===== src/rtl/pal_pkg.sv =====
package pal_pkg;
    localparam int PTR_W  = 6;
    localparam int BYTE_W = 8;

    typedef enum logic {
        REG_PTR  = 1'b0,
        REG_DATA = 1'b1
    } pal_reg_e;

    // pick a byte half of a color word; bit 15 is never stored
    function automatic logic [BYTE_W-1:0] word_half(input logic [2*BYTE_W-2:0] w,
                                                    input logic hi);
        logic [2*BYTE_W-1:0] full;
        full = {1'b0, w};
        return hi ? full[2*BYTE_W-1:BYTE_W] : full[BYTE_W-1:0];
    endfunction
endpackage


===== src/rtl/pal_store.sv =====
module pal_store #(
    parameter int WORD_AW = 6,
    parameter int BYTE_W  = 8,
    parameter int N_RD    = 2
) (
    input  logic                        clk,
    input  logic                        rst_n,
    input  logic                        we,
    input  logic [WORD_AW:0]            wbyte_addr,
    input  logic [BYTE_W-1:0]           wdata,
    input  logic [N_RD*(WORD_AW+1)-1:0] rbyte_addr,
    output logic [N_RD*BYTE_W-1:0]      rbyte
);
    localparam int WORDS = 1 << WORD_AW;
    localparam int CW    = 2*BYTE_W - 1;

    logic [CW-1:0] mem_d [WORDS];
    logic [CW-1:0] mem_q [WORDS];

    always_comb begin
        for (int i = 0; i < WORDS; i++) mem_d[i] = mem_q[i];
        if (we) begin
            if (wbyte_addr[0])
                mem_d[wbyte_addr[WORD_AW:1]][CW-1:BYTE_W] = wdata[BYTE_W-2:0];
            else
                mem_d[wbyte_addr[WORD_AW:1]][BYTE_W-1:0] = wdata;
        end
    end

    always_ff @(posedge clk) begin
        for (int i = 0; i < WORDS; i++) begin
            if (!rst_n) mem_q[i] <= '0;
            else        mem_q[i] <= mem_d[i];
        end
    end

    for (genvar r = 0; r < N_RD; r++) begin : g_rd
        logic [WORD_AW:0] a;
        assign a = rbyte_addr[r*(WORD_AW+1) +: WORD_AW+1];
        assign rbyte[r*BYTE_W +: BYTE_W] = pal_pkg::word_half(mem_q[a[WORD_AW:1]], a[0]);
    end
endmodule


===== src/rtl/pal_ptr_unit.sv =====
module pal_ptr_unit #(
    parameter int PTR_W  = 6,
    parameter int BYTE_W = 8
) (
    input  logic              clk,
    input  logic              rst_n,
    input  logic              ptr_wr,
    input  logic              dat_wr,
    input  logic [BYTE_W-1:0] wr_data,
    input  logic [BYTE_W-1:0] fetch_byte,
    output logic [PTR_W-1:0]  next_ptr,
    output logic [PTR_W-1:0]  ptr_q,
    output logic              step_q,
    output logic [BYTE_W-1:0] latch_q
);
    typedef struct packed {
        logic              step;
        logic [PTR_W-1:0]  ptr;
        logic [BYTE_W-1:0] latch;
    } unit_t;

    unit_t st_d, st_q;

    // pointer after this cycle, computed apart from the latch path
    always_comb begin
        next_ptr = st_q.ptr;
        if (ptr_wr)                    next_ptr = wr_data[PTR_W-1:0];
        else if (dat_wr && st_q.step)  next_ptr = st_q.ptr + 1'b1;
    end

    always_comb begin
        st_d     = st_q;
        st_d.ptr = next_ptr;
        if (ptr_wr) begin
            st_d.step  = wr_data[BYTE_W-1];
            st_d.latch = fetch_byte;
        end else if (dat_wr) begin
            if (st_q.step)
                st_d.latch = fetch_byte;
            else if (st_q.ptr[0])
                st_d.latch = {1'b0, wr_data[BYTE_W-2:0]};
            else
                st_d.latch = wr_data;
        end
    end

    always_ff @(posedge clk) begin
        if (!rst_n) st_q <= '0;
        else        st_q <= st_d;
    end

    assign ptr_q   = st_q.ptr;
    assign step_q  = st_q.step;
    assign latch_q = st_q.latch;
endmodule


===== src/rtl/pal_port.sv =====
module pal_port #(
    parameter int PTR_W  = pal_pkg::PTR_W,
    parameter int BYTE_W = pal_pkg::BYTE_W
) (
    input  logic              clk,
    input  logic              rst_n,
    input  logic              wr_en,
    input  logic              reg_sel,
    input  logic              pal_sel,
    input  logic [BYTE_W-1:0] wr_data,
    output logic [BYTE_W-1:0] rd_data
);
    localparam int N_PAL   = 2;
    localparam int WORD_AW = PTR_W;   // one palette bit + PTR_W-1 word bits
    localparam int BA_W    = WORD_AW + 1;

    logic [N_PAL*PTR_W-1:0]  ptr_flat;
    logic [N_PAL-1:0]        step_flat;
    logic [N_PAL*BYTE_W-1:0] latch_flat;
    logic [N_PAL*BA_W-1:0]   fetch_addr;
    logic [N_PAL*BYTE_W-1:0] fetch_byte;
    logic [BA_W-1:0]         wbyte_addr;
    logic                    store_we;

    for (genvar p = 0; p < N_PAL; p++) begin : g_pal
        logic [PTR_W-1:0] nxt;
        logic             hit;
        assign hit = wr_en && (pal_sel == p[0]);
        pal_ptr_unit #(.PTR_W(PTR_W), .BYTE_W(BYTE_W)) u_ptr (
            .clk       (clk),
            .rst_n     (rst_n),
            .ptr_wr    (hit && reg_sel == pal_pkg::REG_PTR),
            .dat_wr    (hit && reg_sel == pal_pkg::REG_DATA),
            .wr_data   (wr_data),
            .fetch_byte(fetch_byte[p*BYTE_W +: BYTE_W]),
            .next_ptr  (nxt),
            .ptr_q     (ptr_flat[p*PTR_W +: PTR_W]),
            .step_q    (step_flat[p]),
            .latch_q   (latch_flat[p*BYTE_W +: BYTE_W])
        );
        assign fetch_addr[p*BA_W +: BA_W] = {p[0], nxt};
    end

    assign store_we   = wr_en && reg_sel == pal_pkg::REG_DATA;
    assign wbyte_addr = {pal_sel, ptr_flat[pal_sel*PTR_W +: PTR_W]};

    pal_store #(.WORD_AW(WORD_AW), .BYTE_W(BYTE_W), .N_RD(N_PAL)) u_store (
        .clk       (clk),
        .rst_n     (rst_n),
        .we        (store_we),
        .wbyte_addr(wbyte_addr),
        .wdata     (wr_data),
        .rbyte_addr(fetch_addr),
        .rbyte     (fetch_byte)
    );

    always_comb begin
        if (reg_sel == pal_pkg::REG_PTR) begin
            rd_data = '0;
            rd_data[PTR_W-1:0] = ptr_flat[pal_sel*PTR_W +: PTR_W];
            rd_data[BYTE_W-2]  = 1'b1;
            rd_data[BYTE_W-1]  = step_flat[pal_sel];
        end else begin
            rd_data = latch_flat[pal_sel*BYTE_W +: BYTE_W];
        end
    end
endmodule


===== config.mk =====
export PLATFORM = sky130hd
export DESIGN_NAME = pal_port
export DESIGN_NICKNAME = d
export VERILOG_FILES = /design/src/rtl/pal_pkg.sv /design/src/rtl/pal_store.sv /design/src/rtl/pal_ptr_unit.sv /design/src/rtl/pal_port.sv
export SDC_FILE = /design/constraint.sdc
export NUM_CORES = 2
export LEC_CHECK = 0
export BUFFER_PORTS_ARGS = -buffer_cell sky130_fd_sc_hd__buf_2
export CAP_MARGIN = 20
export CORE_MARGIN = 5
export CORE_UTILIZATION = 40
export CTS_BUF_LIST = sky130_fd_sc_hd__clkbuf_4 sky130_fd_sc_hd__clkbuf_8 sky130_fd_sc_hd__clkbuf_16
export DETAILED_ROUTE_END_ITERATION = 12
export HOLD_SLACK_MARGIN = 0.06
export PLACE_DENSITY = 0.57
export SYNTH_ARGS = -nofsm -noshare
export SYNTH_HDL_FRONTEND = slang
export SYNTH_SLANG_ARGS = --single-unit

===== constraint.sdc =====
create_clock -name clk -period 6.88 [get_ports clk]
set_input_delay 0.344 -clock clk [delete_from_list [all_inputs] [get_ports clk]]
set_output_delay 0.344 -clock clk [all_outputs]
set_load 0.05 [all_outputs]

==> impl_metrics.csv <==
group,metric,value,unit
synth,syn_area,47600,µm²
floorplanning,fp.dieH,355,µm
routing,wl,167000,µm
sta,setup_tns,0,ns
clock_tree,cts_tree,"done",
routing,drtPass1Iterations,6,
global_routing,grt-ovfl-total,0,
clock_tree,clockRootBuffer,"clkbuf_16",
sta,fin_crit_sh,60.5,%
clock_tree,clkLatencyLatePin,0.73,ns
synth,ys_seq_area_share,41.7,%
routing,ant_nets,0,
final_layout,seq_area,19800,µm²
sta,finClkSkew,0.0406,ns
hold_path,min_path_type,"in2reg",
routing,vias,43500,
placed_design,place.gp.congestion,0.871,
floorplanning,rows,126,
final_layout,final_nets,5751,
sta,finalCriticalPeriod,4.16,ns
clock_tree,postCtsSetupRepairBufs,0,
power,power,13.0,mW
floorplanning,die_w,355,µm
hold_path,whs_endpoint,"u_store.mem_q[24][3]$_SDFFE_PN0P_",
power,p_leak,16.4,nW
final_layout,fin_area,51900,µm²
clock_tree,cts_sinks,990,
worst_setup_path,critPathMaxFanout,69,
clock_tree,max-clock-path-buffers,3,
outcome,run_status,"complete, no violations",
synth,synth_nets,6076,
worst_setup_path,slowest_delay,0.67,ns
sta,max-slew-margin-rel,21.3,%
worst_setup_path,path_class,"reg2reg",
routing,drc,0,
final_layout,fin_util,44.0,%
clock_tree,htree_levels,3,
synth,synth_warnings,0,
global_routing,grt_max_degree,235,
sta,worstMarginPinSlew,1.18,ns
global_routing,track_usage,25.3,%
global_routing,antenna_found_initial,7,
global_routing,grt_pass1_vias,40100,
synth,synth.distinct_cells,91,
synth,synth_edf_count,0,
final_layout,drive_gt1_share,8.18,%
worst_setup_path,slowest_stage,"o311ai_0",
power,powerDensity,251,nW/µm²
worst_setup_path,reg2reg_depth,11,
placed_design,numPortBuffers,20,
worst_setup_path,worstPathArrival,4.78,ns
floorplanning,die_area,126000,µm²
placed_design,postPlaceCellArea,48100,µm²
floorplanning,initial_core_util,40.3,%
worst_setup_path,cp-end-kind,"flip-flop",
synth,async_flop_share,0,%
worst_setup_path,r2r_slack,2.72,ns
routing,routed_via_density,5.91,
worst_setup_path,path_cells,"ha_1, a21boi_1, o21bai_1, nand2_4, buf_12, nand2_1, a21oi_1, o311ai_0, o21a_1, a2111oi_2, o22a_1",
worst_setup_path,reg2reg_from,"g_pal[0].u_ptr.ptr_q[0]$_SDFF_PN0_",
final_layout,fillers,11800,
sta,max_freq,0.240,GHz
synth,avgSynthCellArea,7.85,µm²
worst_setup_path,cp.required,7.50,ns
sta,finalSetupViolations,0,
worst_setup_path,cp-start-kind,"flip-flop",
global_routing,grt_pass1_wl,254000,µm
sta,rsz0062_at_grt,"false",
floorplanning,io_pins,21,
routing,wl_per_cell,22.6,µm
hold_path,hold_depth,3,
clock_tree,cts.clk_slew.worst_paths,0.07,ns
sta,maxSlewViolCount,0,
final_layout,multi_input_area,25400,µm²
synth,ys_seq_elements,990,
sta,finalHoldViolations,0,
floorplanning,coreArea,118000,µm²
hold_path,hp-start,"wr_data[3]",
routing,drtIter0Drc,5359,
clock_tree,cts_made_buffers,109,
power,ir_worst_vdd,0.197,mV
synth,syn_inst,6061,
placed_design,hpwl,98800,µm
synth,synth_top_flop_cell,"dfxtp_1",
final_layout,area_growth,9.15,%
worst_setup_path,reg2reg_to,"g_pal[0].u_ptr.latch_q[5]$_SDFFE_PN0P_",
job,maxCapViolCount,0,
-- per-layer routing --
layer	vias to the layer above	track usage [%]	part of all wire (%)
li1	20500	-	-
met3	275	4.16	7.8
met1	21200	36.6	45
met2	1640	38.7	44
met5	-	0	0.0072
met4	2	7.43	2.9
-- report_power, final --
group          switching, mW  total, mW  internal, mW
sequential            0.0257       5.77          5.75
combinational          0.886       1.12         0.231
clock                   2.55       6.11          3.56
total                   3.46       13.0          9.55
-- per-stage QoR --
step	setup WS, ns	instances	hold slack, ns
5_1_grt	2.55	7364	0.110
4_1_cts	2.80	7362	0.0853
3_3_place_gp	2.20	7155	0.441
2_1_floorplan	4.38	6061	0.432
6_report	2.72	7367	0.113
3_5_place_dp	2.20	7156	0.446
-- how the worst max path moves through the flow --
| stage | from | endpoint | slack, ns |
|---|---|---|---|
| 6_report | g_pal[0].u_ptr.ptr_q[0]$_SDFF_PN0_ | g_pal[0].u_ptr.latch_q[5]$_SDFFE_PN0P_ | 2.72 |
| 5_1_grt | g_pal[0].u_ptr.ptr_q[0]$_SDFF_PN0_ | g_pal[0].u_ptr.latch_q[5]$_SDFFE_PN0P_ | 2.55 |
| 4_1_cts | g_pal[0].u_ptr.ptr_q[0]$_SDFF_PN0_ | g_pal[0].u_ptr.latch_q[5]$_SDFFE_PN0P_ | 2.80 |
| 3_5_place_dp | pal_sel | g_pal[0].u_ptr.latch_q[5]$_SDFFE_PN0P_ | 2.20 |
| 3_3_place_gp | pal_sel | g_pal[0].u_ptr.latch_q[5]$_SDFFE_PN0P_ | 2.20 |
| 2_1_floorplan | wr_en | g_pal[1].u_ptr.latch_q[0]$_SDFFE_PN0P_ | 4.38 |
-- registers in the layout (all words and copies together) (netlist names) --
name / count
u_store.mem_q: 960
g_pal.u_ptr.latch_q: 16
g_pal.u_ptr.ptr_q: 12
g_pal.u_ptr.step_q: 2
-- cell families after synthesis --
family          count (synthesis)  synth area share [%]
flops                         990                  41.7
compound gates               1015                  13.0
mux                           529                  11.3
simple gates                 2968                  28.6
buf+inv                       553                  5.31
fa+ha+maj                       2                0.0526
xor+xnor                        4                0.0737
-- cell usage in the layout (no fill, tap or decap), types with 29 or more instances in the layout --
cell / count
a31oi_1: 61
clkbuf_8: 35
a221oi_1: 64
dfxtp_1: 990
a211oi_1: 29
a21oi_1: 630
clkbuf_16: 111
mux2i_1: 518
nand4_1: 53
nor2_1: 484
o21ai_0: 42
nor2_4: 51
buf_4: 79
nand2_1: 1294
nand3_1: 875
and3_1: 62
-- what timing repair did --
action                                  4_1_cts  5_1_grt
endpoints found under the setup margin        0        0
hold endpoints to repair                     20        0
hold buffers                                  3        0
gates resized for setup                       0        0
-- synth_stat cells, types with 19 or more instances --
cell / n / area [µm²]
nand2_1: 1296 / 4860
dfxtp_1: 990 / 19800
nand3_1: 875 / 4380
a21oi_1: 630 / 3150
mux2i_1: 519 / 5190
nor2_1: 490 / 1840
clkbuf_1: 308 / 1160
buf_2: 139 / 696
a221oi_1: 64 / 561
and3_1: 63 / 394
a31oi_1: 61 / 382
nand4_1: 53 / 332
buf_1: 46 / 173
nor2_4: 45 / 507
o21ai_0: 42 / 210
buf_4: 39 / 293
a211oi_1: 29 / 218
nor3_1: 29 / 145
a221o_1: 25 / 250
a32oi_1: 25 / 219
o22ai_1: 20 / 125
nor2_2: 19 / 119
-- critical path: cells and delay by family (launching register included) --
family	cells	cell delay [ns]
AOI/OAI and AO/OA	7	2.01
and+or+nand+nor	2	0.76
buffers and inverters	1	0.47
DFF	1	0.46
adders and majority gates	1	0.29
-- layout make-up --
| type | instances | share of cell area (%) |
|---|---|---|
| flip-flops and latches | 990 | 38.2 |
| diodes | 3 | 0.0145 |
| well taps | 1536 | 3.70 |
| clock inverters | 42 | 0.808 |
| inverters | 4 | 0.0434 |
| multi-input cells | 4518 | 48.9 |
| clock buffers | 161 | 6.46 |
| repair buffers | 113 | 1.91 |
Power figures use the tool's default switching activity.
